<file path="config.mk">
export PLATFORM = sky130hd
export DESIGN_NAME = tx_rail_fmt
export DESIGN_NICKNAME = d
export VERILOG_FILES = /design/src/rtl/tx_line_pkg.sv /design/src/rtl/sync_stages.sv /design/src/rtl/ser_ctl_port.sv /design/src/rtl/line_strobe.sv /design/src/rtl/zs_encoder.sv /design/src/rtl/tx_rail_fmt.sv
export SDC_FILE = /design/constraint.sdc
export NUM_CORES = 1
export LEC_CHECK = 0
export CAP_MARGIN = 20
export CELL_PAD_IN_SITES_DETAIL_PLACEMENT = 2
export CELL_PAD_IN_SITES_GLOBAL_PLACEMENT = 2
export CORE_MARGIN = 5
export CORE_UTILIZATION = 44
export DETAILED_ROUTE_END_ITERATION = 8
export PLACE_DENSITY_LB_ADDON = 0.1
export SLEW_MARGIN = 15
export SYNTH_ARGS = -nofsm -noshare
export SYNTH_HDL_FRONTEND = slang
export SYNTH_SLANG_ARGS = --single-unit
</file>
<file path="constraint.sdc">
create_clock -name clk -period 2.8 [get_ports clk]
set_clock_uncertainty 0.15 [all_clocks]
set_input_delay 0.42 -clock clk [delete_from_list [all_inputs] [get_ports clk]]
set_output_delay 0.42 -clock clk [all_outputs]
set_load 0.01 [all_outputs]
</file>
<file path="src/rtl/tx_line_pkg.sv">
package tx_line_pkg;

  // Symbol held in the encoder delay line.
  typedef enum logic [1:0] {
    SYM_ZERO = 2'd0,
    SYM_MARK = 2'd1,
    SYM_BAL  = 2'd2,
    SYM_VIOL = 2'd3
  } sym_e;

  // Control word, MSB first: bit 4 down to bit 0.
  typedef struct packed {
    logic tx_off;
    logic all_ones;
    logic clk_inv;
    logic drv_lvl;
    logic bin_mode;
  } ctl_t;

  localparam int CTL_W = $bits(ctl_t);

endpackage

</file>
<file path="src/rtl/sync_stages.sv">
module sync_stages #(
  parameter int W      = 1,
  parameter int STAGES = 2
) (
  input  logic         clk,
  input  logic         rst_n,
  input  logic [W-1:0] d,
  output logic [W-1:0] q
);

  logic [W-1:0] st [STAGES];

  always_ff @(posedge clk or negedge rst_n) begin
    if (!rst_n) st[0] <= '0;
    else        st[0] <= d;
  end

  for (genvar g = 1; g < STAGES; g++) begin : g_stage
    always_ff @(posedge clk or negedge rst_n) begin
      if (!rst_n) st[g] <= '0;
      else        st[g] <= st[g-1];
    end
  end

  assign q = st[STAGES-1];

endmodule

</file>
<file path="src/rtl/ser_ctl_port.sv">
module ser_ctl_port
  import tx_line_pkg::*;
#(
  parameter int ADDR_W   = 8,
  parameter int DATA_W   = 8,
  parameter int CTL_ADDR = 1,
  parameter int SYNC     = 2
) (
  input  logic clk,
  input  logic rst_n,
  input  logic cs,
  input  logic sck,
  input  logic sdi,
  output ctl_t ctl_q
);

  localparam int FRAME = ADDR_W + DATA_W;
  localparam int CNT_W = $clog2(FRAME + 1);

  logic cs_s, sck_s, sdi_s, sck_d, sck_rise;
  logic [FRAME-1:0] sh_q;
  logic [CNT_W-1:0] cnt_q;
  logic [FRAME-1:0] word;
  logic             last_bit;

  sync_stages #(.W(3), .STAGES(SYNC)) u_sync (
    .clk   (clk),
    .rst_n (rst_n),
    .d     ({cs, sck, sdi}),
    .q     ({cs_s, sck_s, sdi_s})
  );

  assign sck_rise = sck_s & ~sck_d;
  assign word     = {sh_q[FRAME-2:0], sdi_s};
  assign last_bit = cs_s && sck_rise && (cnt_q == CNT_W'(FRAME - 1));

  always_ff @(posedge clk or negedge rst_n) begin
    if (!rst_n) begin
      sck_d <= 1'b0;
      sh_q  <= '0;
      cnt_q <= '0;
    end else begin
      sck_d <= sck_s;
      if (!cs_s) begin
        cnt_q <= '0;
      end else if (sck_rise && cnt_q != CNT_W'(FRAME)) begin
        sh_q  <= word;
        cnt_q <= cnt_q + 1'b1;
      end
    end
  end

  always_ff @(posedge clk or negedge rst_n) begin
    if (!rst_n) begin
      ctl_q <= '0;
    end else if (last_bit && word[FRAME-1:DATA_W] == ADDR_W'(CTL_ADDR)) begin
      ctl_q <= ctl_t'(word[CTL_W-1:0]);
    end
  end

endmodule

</file>
<file path="src/rtl/line_strobe.sv">
module line_strobe #(
  parameter int SYNC = 2
) (
  input  logic clk,
  input  logic rst_n,
  input  logic line_clk,
  input  logic pos_in,
  input  logic neg_in,
  input  logic inv,
  output logic strobe,
  output logic pos_s,
  output logic neg_s
);

  logic lc_s, lc_d;

  sync_stages #(.W(3), .STAGES(SYNC)) u_sync (
    .clk   (clk),
    .rst_n (rst_n),
    .d     ({line_clk, pos_in, neg_in}),
    .q     ({lc_s, pos_s, neg_s})
  );

  always_ff @(posedge clk or negedge rst_n) begin
    if (!rst_n) lc_d <= 1'b0;
    else        lc_d <= lc_s;
  end

  // Falling edge normally, rising edge when inverted.
  assign strobe = inv ? (lc_s & ~lc_d) : (lc_d & ~lc_s);

endmodule

</file>
<file path="src/rtl/zs_encoder.sv">
module zs_encoder
  import tx_line_pkg::*;
#(
  parameter int HDB3_RUN = 4,
  parameter int B3ZS_RUN = 3
) (
  input  logic clk,
  input  logic rst_n,
  input  logic adv,
  input  logic bit_in,
  input  logic hdb3,
  output logic emit_p,
  output logic emit_n,
  output logic emit_v
);

  localparam int DEPTH = (HDB3_RUN > B3ZS_RUN) ? HDB3_RUN : B3ZS_RUN;

  sym_e buf_q [DEPTH];
  sym_e nxt   [DEPTH];
  sym_e out_sym;
  logic last_pos_q, odd_q;
  logic pol, odd_after, all_zero, is_pulse;
  int   run;

  always_comb begin
    run      = hdb3 ? HDB3_RUN : B3ZS_RUN;
    out_sym  = hdb3 ? buf_q[HDB3_RUN-1] : buf_q[B3ZS_RUN-1];
    is_pulse = (out_sym != SYM_ZERO);
    pol      = (out_sym == SYM_VIOL) ? last_pos_q : ~last_pos_q;
    unique case (out_sym)
      SYM_VIOL:          odd_after = 1'b0;
      SYM_MARK, SYM_BAL: odd_after = ~odd_q;
      default:           odd_after = odd_q;
    endcase

    nxt[0] = bit_in ? SYM_MARK : SYM_ZERO;
    for (int i = 1; i < DEPTH; i++) nxt[i] = buf_q[i-1];

    all_zero = 1'b1;
    for (int i = 0; i < DEPTH; i++) begin
      if (i < run && nxt[i] != SYM_ZERO) all_zero = 1'b0;
    end

    if (all_zero) begin
      nxt[0] = SYM_VIOL;
      if (hdb3) nxt[HDB3_RUN-1] = odd_after ? SYM_ZERO : SYM_BAL;
      else      nxt[B3ZS_RUN-1] = odd_after ? SYM_ZERO : SYM_BAL;
    end
  end

  assign emit_p = is_pulse & pol;
  assign emit_n = is_pulse & ~pol;
  assign emit_v = (out_sym == SYM_VIOL);

  always_ff @(posedge clk or negedge rst_n) begin
    if (!rst_n) begin
      for (int i = 0; i < DEPTH; i++) buf_q[i] <= SYM_ZERO;
      last_pos_q <= 1'b0;
      odd_q      <= 1'b0;
    end else if (adv) begin
      for (int i = 0; i < DEPTH; i++) buf_q[i] <= nxt[i];
      if (is_pulse) last_pos_q <= pol;
      odd_q <= odd_after;
    end
  end

endmodule

</file>
<file path="src/rtl/tx_rail_fmt.sv">
module tx_rail_fmt
  import tx_line_pkg::*;
#(
  parameter int SYNC_STAGES = 2,
  parameter int ADDR_W      = 8,
  parameter int DATA_W      = 8,
  parameter int CTL_ADDR    = 1,
  parameter int HDB3_RUN    = 4,
  parameter int B3ZS_RUN    = 3
) (
  input  logic clk,
  input  logic rst_n,
  input  logic line_clk,
  input  logic pos_in,
  input  logic neg_in,
  input  logic rate_e3,
  input  logic sp_cs,
  input  logic sp_sck,
  input  logic sp_sdi,
  output logic pulse_pos,
  output logic pulse_neg,
  output logic drv_level
);

  ctl_t ctl;
  logic strobe, pos_s, neg_s;
  logic enc_path, enc_bit, adv;
  logic emit_p, emit_n, emit_v;

  ser_ctl_port #(
    .ADDR_W(ADDR_W), .DATA_W(DATA_W), .CTL_ADDR(CTL_ADDR), .SYNC(SYNC_STAGES)
  ) u_port (
    .clk   (clk),
    .rst_n (rst_n),
    .cs    (sp_cs),
    .sck   (sp_sck),
    .sdi   (sp_sdi),
    .ctl_q (ctl)
  );

  line_strobe #(.SYNC(SYNC_STAGES)) u_strobe (
    .clk      (clk),
    .rst_n    (rst_n),
    .line_clk (line_clk),
    .pos_in   (pos_in),
    .neg_in   (neg_in),
    .inv      (ctl.clk_inv),
    .strobe   (strobe),
    .pos_s    (pos_s),
    .neg_s    (neg_s)
  );

  assign enc_path = ctl.bin_mode | ctl.all_ones;
  assign enc_bit  = ctl.all_ones | pos_s;
  assign adv      = strobe & enc_path;

  zs_encoder #(.HDB3_RUN(HDB3_RUN), .B3ZS_RUN(B3ZS_RUN)) u_enc (
    .clk    (clk),
    .rst_n  (rst_n),
    .adv    (adv),
    .bit_in (enc_bit),
    .hdb3   (rate_e3),
    .emit_p (emit_p),
    .emit_n (emit_n),
    .emit_v (emit_v)
  );

  always_ff @(posedge clk or negedge rst_n) begin
    if (!rst_n) begin
      pulse_pos <= 1'b0;
      pulse_neg <= 1'b0;
    end else if (ctl.tx_off) begin
      pulse_pos <= 1'b0;
      pulse_neg <= 1'b0;
    end else if (strobe) begin
      pulse_pos <= enc_path ? emit_p : pos_s;
      pulse_neg <= enc_path ? emit_n : neg_s;
    end
  end

  assign drv_level = ctl.drv_lvl;

endmodule

</file>
Word-level counts from Yosys, hierarchy flattened
Cells that the tools add are included.

Flip-flop bits (word level): 51.

Add/subtract/negate cells: 1. Order comparisons: 4. Eq/ne operators: 7. Multiplexer cells: 23. Bitwise logic cells: 14. Reductions and logical operators: 17.

Operators with widths (number): less-than comparator 3 x 32 -> 1 bit (first input constant) (2); less-than comparator 1 x 32 -> 1 bit (first input constant) (1); less-than comparator 2 x 32 -> 1 bit (first input constant) (1); two-way mux 1 bit (13); nonzero test 2 bit (6); two-way mux 2 bit (5); two-way mux 5 bit (2); equality test 8 x 1 -> 1 bit (second input constant) (1); logical AND 1 bit (8); AND 1 bit (6); NOT 1 bit (6); adder 5 x 1 -> 5 bit (second input constant) (1); equality test 5 x 4 -> 1 bit (second input constant) (1); != test 5 bit (second input constant) (1); equality test 2 bit (second input constant) (2); two-way mux 4 bit (1); AND reduction 2 bit (2); two-way mux 3 bit (1); equality test 2 x 1 -> 1 bit (second input constant) (1); != test 2 x 1 -> 1 bit (second input constant) (1); OR 1 bit (2); one-hot mux 1 bit (2 select lines) (1); OR reduction 2 bit (1).

Depth between registers and ports, before layout
Depth in word-level cells: 9. Gate-level depth with buffers: 7.

By module
A second synthesis with hierarchy kept.

Cell total of the unflattened synthesis: 161. Area, all modules: 2233.4 µm².

By module, submodules not included: ser_ctl_port (times used 1, cells each 80, area an instance 1196.1 µm², seq. area each 650.6 µm²); zs_encoder (times used 1, cells each 47, area an instance 528.0 µm², seq. area each 250.2 µm²); sync_stages (times used 2, cells each 9, area an instance 172.7 µm², seq. area each 150.1 µm²); tx_rail_fmt (times used 1, cells each 12, area an instance 116.4 µm², seq. area each 50.0 µm²); line_strobe (times used 1, cells each 4, area an instance 47.5 µm², seq. area each 25.0 µm²).

Worst setup path before layout
Ideal clock, no wire load.

Path kind: reg2reg. Start point: register u_port.cnt_q[0]. End point: register u_port.ctl_q[0] in the netlist's numbering. Setup time: 0.125 ns. Data arrival time: 1.569 ns. Setup slack: 0.956 ns. Stages on the path, launching flop included: 7. Clock period less this slack: 1.844 ns. Cell sequence: dfrtp_1 > ha_1 > and3_1 > ha_1 > and3_1 > nand3_1 > mux2_2.

Word-level cells in the longest chain between the ends: 3.

RTL lines: start, declared (line ser_ctl_port.sv:22) `logic [CNT_W-1:0] cnt_q;`; start signal, assigned (line ser_ctl_port.sv:48) `cnt_q <= cnt_q + 1'b1;`; equality test 5 x 4 -> 1 bit (line ser_ctl_port.sv:35) `assign last_bit = cs_s && sck_rise && (cnt_q == CNT_W'(FRAME - 1));`; logical AND 1 bit (line ser_ctl_port.sv:35); logical AND 1 bit (line ser_ctl_port.sv:56) `end else if (last_bit && word[FRAME-1:DATA_W] == ADDR_W'(CTL_ADDR)) begin`; end signal, assigned (line ser_ctl_port.sv:57) `ctl_q <= ctl_t'(word[CTL_W-1:0]);`; end, declared (line ser_ctl_port.sv:14) `output ctl_t ctl_q`.

No other way between the ends. A chain may end at the register's enable or synchronous reset.

Final worst setup path
Start point: input port rate_e3. End point: register pulse_neg.

Word-level cells in the longest chain between the ends: 8. Elaborated cells on any way between the ends: 9. Those cells by class: 1 x eq/ne; 5 x mux; 2 x bitwise; 1 x reduce/logical.

RTL lines: start, declared (line tx_rail_fmt.sv:16) `input logic rate_e3,`; two-way mux 2 bit (*) (line zs_encoder.sv:28) `out_sym = hdb3 ? buf_q[HDB3_RUN-1] : buf_q[B3ZS_RUN-1];`; equality test 2 bit (line zs_encoder.sv:30) `pol = (out_sym == SYM_VIOL) ? last_pos_q : ~last_pos_q;`; two-way mux 1 bit (line zs_encoder.sv:30); NOT 1 bit (line zs_encoder.sv:53) `assign emit_n = is_pulse & ~pol;`; AND 1 bit (*) (line zs_encoder.sv:53); two-way mux 1 bit (*) (line tx_rail_fmt.sv:77) `pulse_neg <= enc_path ? emit_n : neg_s;`; two-way mux 1 bit (*) (line tx_rail_fmt.sv:75) `end else if (strobe) begin`; two-way mux 1 bit (*) (line tx_rail_fmt.sv:72) `end else if (ctl.tx_off) begin`; end signal, assigned (line tx_rail_fmt.sv:77); end, declared (line tx_rail_fmt.sv:21) `output logic pulse_neg,`.

Every way passes the cells marked *; elsewhere a longest branch is shown, timed or not. The select of a mux whose other input is x is not followed.

==> impl_metrics.py <==
metrics = {
    "timing": {
        "relSlewSlack_pct": 69.6,
        "setup_violations": 0,
        "finalHoldWorstSlack_ns": 0.207,
        "fin_setup_tns_ns": 0,
        "rsz0062_at_grt": "no",
        "slew_violations": 0,
        "hold_viol": 0,
        "fin_crit_ns": 2.19,
        "fin_crit_sh_pct": 78.3,
        "timing.fmax_mhz": 456,
        "finalWorstSetupSlack_ns": 0.606,
        "worstMarginPinSlew_ns": 0.456,
    },
    "floorplanning": {
        "die_x_um": 79.7,
        "io_pins": 12,
        "rows": 25,
        "die_h_um": 79.7,
        "start_util_pct": 45.2,
        "core-area_um2": 4720,
        "dieArea_um2": 6350,
    },
    "cells_and_area": {
        "num-fill-cells": 464,
        "drive_above_1_share_pct": 22.8,
        "design_area_um2": 2420,
        "antennaDiodeCount": 0,
        "area_growth_pct": 13.3,
        "final_cell_count_no_fill": 247,
        "fin_util_pct": 51.2,
        "fin_nets": 193,
    },
    "synth": {
        "yosysWarningCount": 0,
        "synth_area_leaders": "dfrtp_1 60%, mux2_2 12%, ha_1 2.9%",
        "yosys.area.top_type": "dfrtp_1",
        "syn-num-nets": 175,
        "synth-xor-area-share_pct": 2.05,
        "ys_types": 37,
        "synthSimpleGateAreaFrac_pct": 12.3,
        "ys_async_sr_fraction_pct": 100,
        "synth_edf_count": 0,
        "netlist_instances": 161,
        "netlist.area_leader.share_pct": 59.8,
        "synth-compound-area-share_pct": 6.74,
        "synth_top_family_by_area": "multiplexers",
        "synth_flop_cell": "dfrtp_1",
        "avgSynthCellArea_um2": 13.3,
        "seq_area_frac_synth_pct": 59.8,
        "synthMuxAreaShare_pct": 13.8,
        "synth_seq_cells": 51,
        "netlist_area_um2": 2140,
        "synth_common_cells": "51 x dfrtp_1, 23 x mux2_2, 9 x a21oi_1",
        "synth-adder-area-share_pct": 2.93,
        "synth.most_common_cell": "dfrtp_1",
    },
    "clock_network": {
        "clk_latency_ns": 0.29,
        "cts-root-buf": "clkbuf_8",
        "cts_buffers": 5,
        "cts_tree": "built",
        "cts_sinks": 51,
        "ctsHtreeMaxLevel": 2,
        "postCtsSetupRepairBufs": 0,
        "clockBufferDepth": 2,
        "clkTransAtPathRegs_ns": 0.09,
    },
    "placed_design": {
        "place_area_um2": 2310,
        "post-dp-hpwl_mm": 3.00,
        "gp_congestion": 0.768,
        "place_ws_ns": 0.272,
        "dp_cells": 238,
        "io_buffers": 11,
    },
    "power_and_ir_drop": {
        "power.density_nw_per_um2": 593,
        "p_leak_nw": 1.11,
        "power_mw": 1.43,
        "ir_worst_vdd_mv": 0.238,
    },
    "worst_setup_path": {
        "endpoint_kind": "flop",
        "cp.arrival_ns": 2.27,
        "required_ns": 2.88,
        "crit_chain": "clkdlybuf4s50_1 > mux2i_1 > inv_1 > ha_1 > xor2_1 > a21oi_1 > a211o_1 > a21oi_1",
        "crit_top_cell": "a21oi_1",
        "crit_family": "buffers and inverters",
        "cp-start-kind": "primary input",
        "worstPathMaxFanout": 5,
        "cp_slowest_stage_delay_ns": 0.58,
        "path_buf_inv": 2,
        "path_class": "primary input to flop",
        "crit_path_top_delay_cell": "clkdlybuf4s50_1",
    },
    "detailed_routing": {
        "vias": 1261,
        "drcViolationCount": 0,
        "drtIter0Drc": 56,
        "firstDrtPassIters": 4,
        "ant_nets": 0,
        "wl_per_cell_um": 16.0,
        "finalWirelength_mm": 3.96,
        "vias_per_cell": 5.11,
    },
    "global_route": {
        "grt_pass1_wl_mm": 7.00,
        "grt_max_degree": 33,
        "grt_pass1_vias": 1454,
        "antenna_found_initial": 0,
        "grt-ovfl-total": 0,
        "grt_use_total_pct": 14.4,
    },
    "flow_run": {
        "drv_cap": 0,
    },
    "outcome": {
        "outcome": "completed",
    },
    "worst_hold_path": {
        "hold_path_class": "flop to flop",
    },
}
==> power breakdown <==
part	switching [mW]	internal (mW)	leakage, nW
clock	0.222	0.226	0.0515
sequential	0.0490	0.805	0.637
combinational	0.0535	0.0795	0.419
total	0.324	1.11	1.11
==> state kept, by name (all words and copies together) (netlist names), 3 cells and up <==
name,cells
u_port.sh_q,15
u_enc.buf_q,8
u_port.cnt_q,5
u_port.ctl_q,5
u_port.u_sync.q,3
u_port.u_sync.st,3
u_strobe.u_sync.q,3
u_strobe.u_sync.st,3
==> cell type report <==
| cell class | count | area (um^2) | share of cell area [%] |
|---|---|---|---|
| sequential | 51 | 1280 | 52.7 |
| multi-input combinational | 100 | 807 | 33.4 |
| tap | 67 | 83.8 | 3.46 |
| inverter | 8 | 30.0 | 1.24 |
| timing repair buffer | 13 | 123 | 5.07 |
| clock buffer | 8 | 100 | 4.14 |
==> kinds of logic after synthesis <==
logic type / Yosys count
AOI/OAI and AO/OA: 22
xor gates and xnor gates: 5
adders and majority gates: 5
buffers and inverters: 10
DFF: 51
muxes: 26
and+or+nand+nor: 42
==> per-layer routing <==
metal	vias to the layer above	GRT usage, %	routed length (um)
met5	-	0	0
met4	0	4.12	44
met3	6	3.05	89
met2	10	25.7	2130
met1	648	17.4	1700
li1	597	-	-
==> path summary, 6_finish.rpt <==
| check | start | endpoint | slack (ns) | cells after the start |
|---|---|---|---|---|
| max reg2reg | u_port.cnt_q[0]$_DFFE_PN0P_ | u_port.ctl_q[0]$_DFFE_PN0P_ | 0.76 | 6 |
| min reg2reg | u_strobe.u_sync.st[5]$_DFF_PN0_ | u_strobe.u_sync.q[2]$_DFF_PN0_ | 0.21 | 0 |
| min in group asynchronous | rst_n | u_port.cnt_q[1]$_DFFE_PN0P_ | 0.45 | 2 |
| min | u_strobe.u_sync.st[5]$_DFF_PN0_ | u_strobe.u_sync.q[2]$_DFF_PN0_ | 0.21 | 0 |
| max | rate_e3 | pulse_neg$_DFFE_PN0P_ | 0.61 | 8 |
| max in group asynchronous | rst_n | u_port.sh_q[8]$_DFFE_PN0P_ | 1.27 | 3 |
==> what timing repair did <==
item,in CTS,in global routing
endpoints found under the hold margin,19,0
gates resized for setup,0,0
endpoints found under the setup margin,0,0
hold buffers,1,0
==> cell usage in the layout, fill, tap and decap left out, types with 2 or more instances in the layout <==
cell type / count
nor2_1: 7
mux2i_1: 2
nand2_2: 2
ha_1: 5
a41oi_1: 2
dfrtp_1: 51
and2_1: 5
nand3_1: 4
clkbuf_8: 7
o21ai_0: 5
xnor2_1: 4
and3_1: 4
nor2b_1: 2
a31oi_1: 2
a21oi_1: 9
inv_1: 8
nor3_1: 2
mux2_2: 23
nand2_1: 4
clkdlybuf4s50_1: 10
(Power assumes the default switching activity.)
